## src/rtl/i2c_cond_pkg.sv

```systemverilog
package i2c_cond_pkg;
  typedef struct packed {
    logic start;
    logic restart;
    logic stop;
  } cond_evt_t;
endpackage

```

## src/rtl/i2c_line_sync.sv

```systemverilog
module i2c_line_sync #(
  parameter int STAGES  = 2,
  parameter bit RST_VAL = 1'b1
) (
  input  logic clk,
  input  logic rst,
  input  logic d,
  output logic q
);
  logic [STAGES-1:0] chain;

  generate
    for (genvar i = 0; i < STAGES; i++) begin : g_stage
      always_ff @(posedge clk) begin
        if (rst) chain[i] <= RST_VAL;
        else if (i == 0) chain[i] <= d;
        else chain[i] <= chain[(i == 0) ? 0 : i-1];
      end
    end
  endgenerate

  assign q = chain[STAGES-1];
endmodule

```

## src/rtl/i2c_cond_track.sv

```systemverilog
module i2c_cond_track
  import i2c_cond_pkg::*;
(
  input  logic      clk,
  input  logic      rst,
  input  logic      sda_s,
  input  logic      scl_s,
  output cond_evt_t evt,
  output logic      active
);
  logic sda_d;
  logic low_seen;
  logic sda_fall, sda_rise;

  always_comb begin
    sda_fall = sda_d & ~sda_s;
    sda_rise = ~sda_d & sda_s;
  end

  always_ff @(posedge clk) begin
    if (rst) begin
      sda_d    <= 1'b1;
      active   <= 1'b0;
      low_seen <= 1'b0;
      evt      <= '0;
    end else begin
      sda_d <= sda_s;
      evt   <= '0;
      if (!scl_s) low_seen <= 1'b1;
      if (scl_s && sda_fall) begin
        if (!active) begin
          evt.start <= 1'b1;
          active    <= 1'b1;
          low_seen  <= 1'b0;
        end else if (low_seen) begin
          evt.restart <= 1'b1;
          low_seen    <= 1'b0;
        end
      end else if (scl_s && sda_rise && active && low_seen) begin
        evt.stop <= 1'b1;
        active   <= 1'b0;
        low_seen <= 1'b0;
      end
    end
  end
endmodule

```

## src/rtl/i2c_start_guard.sv

```systemverilog
module i2c_start_guard (
  input  logic clk,
  input  logic rst,
  input  logic sda_s,
  input  logic start_req,
  input  logic coll_clr,
  output logic sda_pull,
  output logic coll
);
  logic req_d;
  logic req_rise;

  assign req_rise = start_req & ~req_d;

  always_ff @(posedge clk) begin
    if (rst) begin
      req_d    <= 1'b0;
      sda_pull <= 1'b0;
      coll     <= 1'b0;
    end else begin
      req_d <= start_req;
      if (req_rise) sda_pull <= sda_s;
      else if (!start_req) sda_pull <= 1'b0;
      if (req_rise && !sda_s) coll <= 1'b1;
      else if (coll_clr) coll <= 1'b0;
    end
  end
endmodule

```

## src/rtl/i2c_cond_detect.sv

```systemverilog
module i2c_cond_detect
  import i2c_cond_pkg::*;
#(
  parameter int SYNC_STAGES = 2,
  parameter bit IRQ_ALWAYS  = 1'b0
) (
  input  logic clk,
  input  logic rst,
  input  logic sda_in,
  input  logic scl_in,
  input  logic start_req,
  input  logic coll_clr,
  input  logic en_start,
  input  logic en_stop,
  output logic start_pulse,
  output logic restart_pulse,
  output logic stop_pulse,
  output logic bus_active,
  output logic bus_coll,
  output logic sda_pull,
  output logic irq
);
  logic      sda_s, scl_s;
  cond_evt_t evt;
  logic      start_ok, stop_ok;

  i2c_line_sync #(.STAGES(SYNC_STAGES), .RST_VAL(1'b1)) u_sda_sync (
    .clk(clk), .rst(rst), .d(sda_in), .q(sda_s));
  i2c_line_sync #(.STAGES(SYNC_STAGES), .RST_VAL(1'b1)) u_scl_sync (
    .clk(clk), .rst(rst), .d(scl_in), .q(scl_s));

  i2c_cond_track u_track (
    .clk(clk), .rst(rst), .sda_s(sda_s), .scl_s(scl_s),
    .evt(evt), .active(bus_active));

  i2c_start_guard u_guard (
    .clk(clk), .rst(rst), .sda_s(sda_s), .start_req(start_req),
    .coll_clr(coll_clr), .sda_pull(sda_pull), .coll(bus_coll));

  generate
    if (IRQ_ALWAYS) begin : g_irq_all
      assign start_ok = 1'b1;
      assign stop_ok  = 1'b1;
    end else begin : g_irq_en
      assign start_ok = en_start;
      assign stop_ok  = en_stop;
    end
  endgenerate

  assign start_pulse   = evt.start;
  assign restart_pulse = evt.restart;
  assign stop_pulse    = evt.stop;
  assign irq = ((evt.start | evt.restart) & start_ok) | (evt.stop & stop_ok);
endmodule

```

## config.mk

```make
export PLATFORM = sky130hd
export DESIGN_NAME = i2c_cond_detect
export DESIGN_NICKNAME = d
export VERILOG_FILES = /design/src/rtl/i2c_cond_pkg.sv /design/src/rtl/i2c_line_sync.sv /design/src/rtl/i2c_cond_track.sv /design/src/rtl/i2c_start_guard.sv /design/src/rtl/i2c_cond_detect.sv
export SDC_FILE = /design/constraint.sdc
export NUM_CORES = 1
export LEC_CHECK = 0
export ABC_AREA = 1
export BUFFER_PORTS_ARGS = -buffer_cell sky130_fd_sc_hd__buf_2
export CAP_MARGIN = 20
export CORE_AREA = 2 2 39 41
export DETAILED_ROUTE_END_ITERATION = 8
export DIE_AREA = 0 0 41 43
export SYNTH_ARGS = -nofsm -noshare
export SYNTH_HDL_FRONTEND = slang
export SYNTH_SLANG_ARGS = --single-unit
```

## constraint.sdc

```tcl
create_clock -name clk -period 2.35 [get_ports clk]
set_clock_uncertainty 0.15 [all_clocks]
set_input_delay 0.235 -clock clk [delete_from_list [all_inputs] [get_ports clk]]
set_output_delay 0.235 -clock clk [all_outputs]
set_load 0.005 [all_outputs]
```

# After elaboration in Yosys (flattened, before gate mapping)
# Index checks and enable logic that the tools add are counted.
word_totals:
  regBits: 13
  latchBits: 0
  ram_bits: 0
  romBits: 0
  in_bits: 8
  out_inout_bits: 7
  wordCells: 51
  n_memories: 0
classes:
  addsub: 0
  multipliers: 0
  n_div: 0
  n_lt_le_gt_ge: 0
  n_eq_ne: 1
  n_shift: 0
  muxes: 14
  bitwise_logic: 12
  n_reduce_logical: 11
ops:
  columns: ["operator", "count"]
  rows:
  - ["two-way mux 1 bit", 14]
  - ["bitwise AND 1 bit", 5]
  - ["logical AND 1 bit", 5]
  - ["NOT 1 bit", 5]
  - ["nonzero test 2 bit", 2]
  - ["OR reduction 2 bit", 2]
  - ["OR reduction 3 bit", 1]
  - ["inequality test 2 x 1 -> 1 bit, second input constant", 1]
  - ["OR 1 bit", 2]
  - ["logical NOT 1 bit", 1]

# Depth between registers and ports, before layout
depth:
  depth_word: 7
  mapped_depth: 5
  ltp_nobuf: 5

# By module
# A second synthesis with hierarchy kept.
unflattened:
  cells_unflattened: 64
  hier_area_um2: 471.7
modules_own_cells:
  columns: ["module", "n_inst", "cells_each", "area_each_um2", "seq_area_each_um2"]
  rows:
  - ["i2c_cond_track", 1, 29, 219.0, 120.1]
  - ["i2c_start_guard", 1, 18, 122.6, 60.1]
  - ["i2c_line_sync", 2, 7, 58.8, 40.0]
  - ["i2c_cond_detect", 1, 3, 12.5, 0.0]

# Least setup slack after synthesis
# Ideal clock, no wire load.
synth_path:
  kind: "reg2reg"
  from: "register u_track.active"
  to: "register u_track.active"
  setup_ps: 114
  t_arrival_ps: 660
  required_time_ps: 2086
  slack_ps: 1426
  stages_incl_launch_ff: 6
  n_path_buf: 0
  period_less_slack_ps: 924
  cell_sequence: "dfxtp_1 -> inv_1 -> nor2_2 -> nand3_2 -> nand2_1 -> nand2_1"
synth_via:
  elab_chain_len: 3
synth_lines:
  columns: ["element", "line_no", "rtl"]
  rows:
  - ["start, declared", "i2c_cond_track.sv:9", "output logic active"]
  - ["start signal, assigned", "i2c_cond_track.sv:23", "active <= 1'b0;"]
  - ["start signal, assigned", "i2c_cond_track.sv:33", "active <= 1'b1;"]
  - ["start signal, assigned", "i2c_cond_track.sv:41", "active <= 1'b0;"]
  - ["logical AND 1 bit (2 in series)", "i2c_cond_track.sv:39", "end else if (scl_s && sda_rise && active && low_seen) begin"]
  - ["nonzero test 2 bit (no line)", null, null]
# No other way between the ends.
# A chain may end at the register's enable or synchronous reset.

# Final worst setup path
layout_path:
  from: "register u_track.evt[1] (netlist name)"
  to: "output irq"
layout_via:
  elab_chain_len: 3
layout_lines:
  columns: ["element", "line_no", "rtl"]
  rows:
  - ["OR 1 bit", "i2c_cond_detect.sv:53", "assign irq = ((evt.start | evt.restart) & start_ok) | (evt.stop & stop_ok);"]
  - ["bitwise AND 1 bit", "i2c_cond_detect.sv:53", null]
  - ["OR 1 bit", "i2c_cond_detect.sv:53", null]
  - ["end, declared", "i2c_cond_detect.sv:21", "output logic irq"]
# No other way between the ends.

==> impl_metrics.csv <==
group,metric,value,unit
drt,wl_per_cell,7.94,µm
placed_design,portBuffers,14,
power_and_ir_drop,vdd_drop_max,256,µV
clock_tree,clk_latency,0.26,ns
setup_path,r2r-end,"u_track.active",
synthesis,syn_area_per_cell,8.40,µm²
floorplanning,fp.dieArea,0.00176,mm²
global_routing,antenna_found_initial,0,
floorplanning,initial_core_util,31.6,%
placed_design,dp_hpwl,546,µm
drt,m1WireLength,310,µm
setup_path,required,1.97,ns
sta,max_freq,0.777,GHz
floorplanning,die_w,41,µm
setup_path,timing.rr.start,"u_track.active",
power_and_ir_drop,power_switching,0.0826,mW
drt,detail_route.first_pass.iterations,2,
synthesis,ys_seq_area_share,59.6,%
drt,drc,0,
power_and_ir_drop,seqPwrFrac,59.5,%
sta,hold_slack,0.0445,ns
power_and_ir_drop,power.total,0.391,mW
clock_tree,clkTransAtPathRegs,0.07,ns
layout,layout-drive-gt1-share,34.7,%
drt,viasPerCell,4.32,
layout,nNetsFinal,81,
setup_path,crit_start,"u_track.evt[1]",
synthesis,synth-main-ff-cell,"dfxtp_1",
setup_path,setup.worst_path.end_class,"output port",
sta,setup_viol,0,
synthesis,synth_common_cells,"nand2_1, dfxtp_1, inv_1, nor2_1, or2_2",
sta,fin_crit_sh,54.8,%
power_and_ir_drop,leakage,0.296,nW
floorplanning,io_pins,15,
layout,num_antenna_cells,0,
setup_path,start_kind,"register",
synthesis,ys_seq_elements,13,
hold_path,worstHoldPathType,"in2reg",
synthesis,yosysMostFrequentCell,"nand2_1",
status,outcome,"finished, final reports clean",
floorplanning,die_h,43,µm
power_and_ir_drop,swShare,21.1,%
hold_path,min_from,"start_req",
drt,wl_met3,42,µm
power_and_ir_drop,power_density,682,mW/mm²
synthesis,ys_types,14,
clock_tree,htree_levels,1,
synthesis,synth-async-reset-ratio,0,%
layout,syn_to_final_growth,31.2,%
floorplanning,coreArea,0.00138,mm²
global_routing,overflow,0,
sta,grt_setup_unrepaired,"no",
synthesis,synth.top_cell.area_share,59.6,%
setup_path,ff2ff_path_depth,5,
clock_tree,cts_sinks,13,
clock_tree,cts_tree,"done",
drt,wl,699,µm
drt,wl_met2,345,µm
setup_path,worstSetupPathType,"reg2out",
synthesis,synth_area_leaders,"dfxtp_1, nand2_1, or2_2",
global_routing,grt_pass1_wl,1280,µm
setup_path,r2r_slack,1.39,ns
sta,slew_headroom,91.0,%
synthesis,synth_top_area_cell,"dfxtp_1",
synthesis,synthCells,52,
clock_tree,cts_made_buffers,3,
hold_path,worstHoldEndpoint,"u_guard.req_d",
sta,slew_viol_final,0,
sta,tns,0,ns
drt,routed.top_layer,"met3",
drt,vias,380,
drt,drt_iter0_drc,3,
run,max_cap_violations,0,
floorplanning,num_rows,14,
clock_tree,clock_path_buffers,2,
synthesis,synth_nets,60,
synthesis,synth_area,437,µm²
global_routing,first_global_vias,375,
synthesis,synth_edf_count,0,
global_routing,grt.total_usage,10.9,%
synthesis,synth.yosys.warnings,0,
power_and_ir_drop,share_comb_of_total_power,7.1,%
hold_path,hold-path-cell-count,3,
clock_tree,root_buffer,"clkbuf_4",
placed_design,gp_congestion,0.701,
sta,worstMarginPinSlew,0.133,ns
global_routing,grt_max_degree,8,
power_and_ir_drop,intPower,0.308,mW
sta,finalHoldViolations,0,
drt,ant_nets,0,
power_and_ir_drop,p_clk_share,33.4,%
setup_path,crit_fanout,2,
sta,min_period,1.29,ns
setup_path,critPathArrivalTime,0.90,ns
-- layout by cell type (no fill, tap or decap), drive strengths merged --
| master | count |
|---|---|
| nand3 | 2 |
| buf | 14 |
| inv | 7 |
| nand2 | 15 |
| clkbuf | 4 |
| nand4 | 1 |
| nand3b | 1 |
| dfxtp | 13 |
| or2 | 4 |
| dlygate4sd3 | 2 |
| nor2 | 6 |
| a21oi | 1 |
| o21ai | 2 |
-- layout make-up --
| type | count | area [µm²] |
|---|---|---|
| Tap cell | 16 | 20.0 |
| Sequential cell | 13 | 260 |
| Fill cell | 151 | 811 |
| Timing Repair Buffer | 16 | 90.1 |
| Inverter | 7 | 26.3 |
| Clock buffer | 4 | 26.3 |
| Multi-Input combinational cell | 32 | 150 |
-- sequential cells by signal (all words and copies together) (netlist names) --
signal / flops
u_track.evt: 3
u_guard.coll: 1
u_guard.req_d: 1
u_guard.sda_pull: 1
u_scl_sync.chain: 1
u_scl_sync.q: 1
u_sda_sync.chain: 1
u_sda_sync.q: 1
u_track.active: 1
u_track.low_seen: 1
u_track.sda_d: 1
-- worst max-delay path, stage by stage (launching register included) --
cell and delay [ns]:
dfxtp_1 0.31, o21ai_0 0.15, nand2_1 0.06, buf_2 0.12
-- cell families (layout without fill, tap and decap cells) --
family	after synthesis	in the layout	synth area share, %
AO/OA/AOI/OAI	3	3	3.44
buffers and inverters	7	27	6.02
flip-flops	13	13	59.6
AND/OR/NAND/NOR	29	29	30.9
-- power by group through the flow --
stage                     clock network, mW  logic, mW  registers [mW]
after floorplan                           0     0.0138           0.238
after global placement                    0     0.0250           0.238
after detailed placement                  0     0.0253           0.238
after CTS                             0.139     0.0280           0.233
after global routing                  0.153     0.0317           0.234
final                                 0.131     0.0277           0.233
-- metrics by stage --
step	worst slack [ns]	instances	instance area [µm²]	util, %
3_5_place_dp	1.34	82	527	38.1
3_3_place_gp	1.37	82	527	38.1
6_report	1.06	88	573	41.4
2_1_floorplan	1.43	52	437	-
5_1_grt	0.916	88	573	41.4
4_1_cts	1.03	88	573	41.4
-- timing repair --
item                                   in CTS  in global routing
hold buffers                                2                  0
endpoints found under the hold margin       2                  0
buffers inserted                            0                  0
gates resized for setup                     0                  0
-- metal layers --
metal  up-vias  track usage, %
met1       168            10.6
met2        11            17.2
li1        201               -
met5         -               0
met3         0            4.71
met4         0            8.00
-- how the worst max path moves through the flow --
stage,end,slack (ns)
floorplan,u_track.active,1.43
global placement,irq,1.37
detailed placement,irq,1.34
CTS,irq,1.03
global route,irq,0.92
finish,irq,1.06
Power figures use the tool's default switching activity.
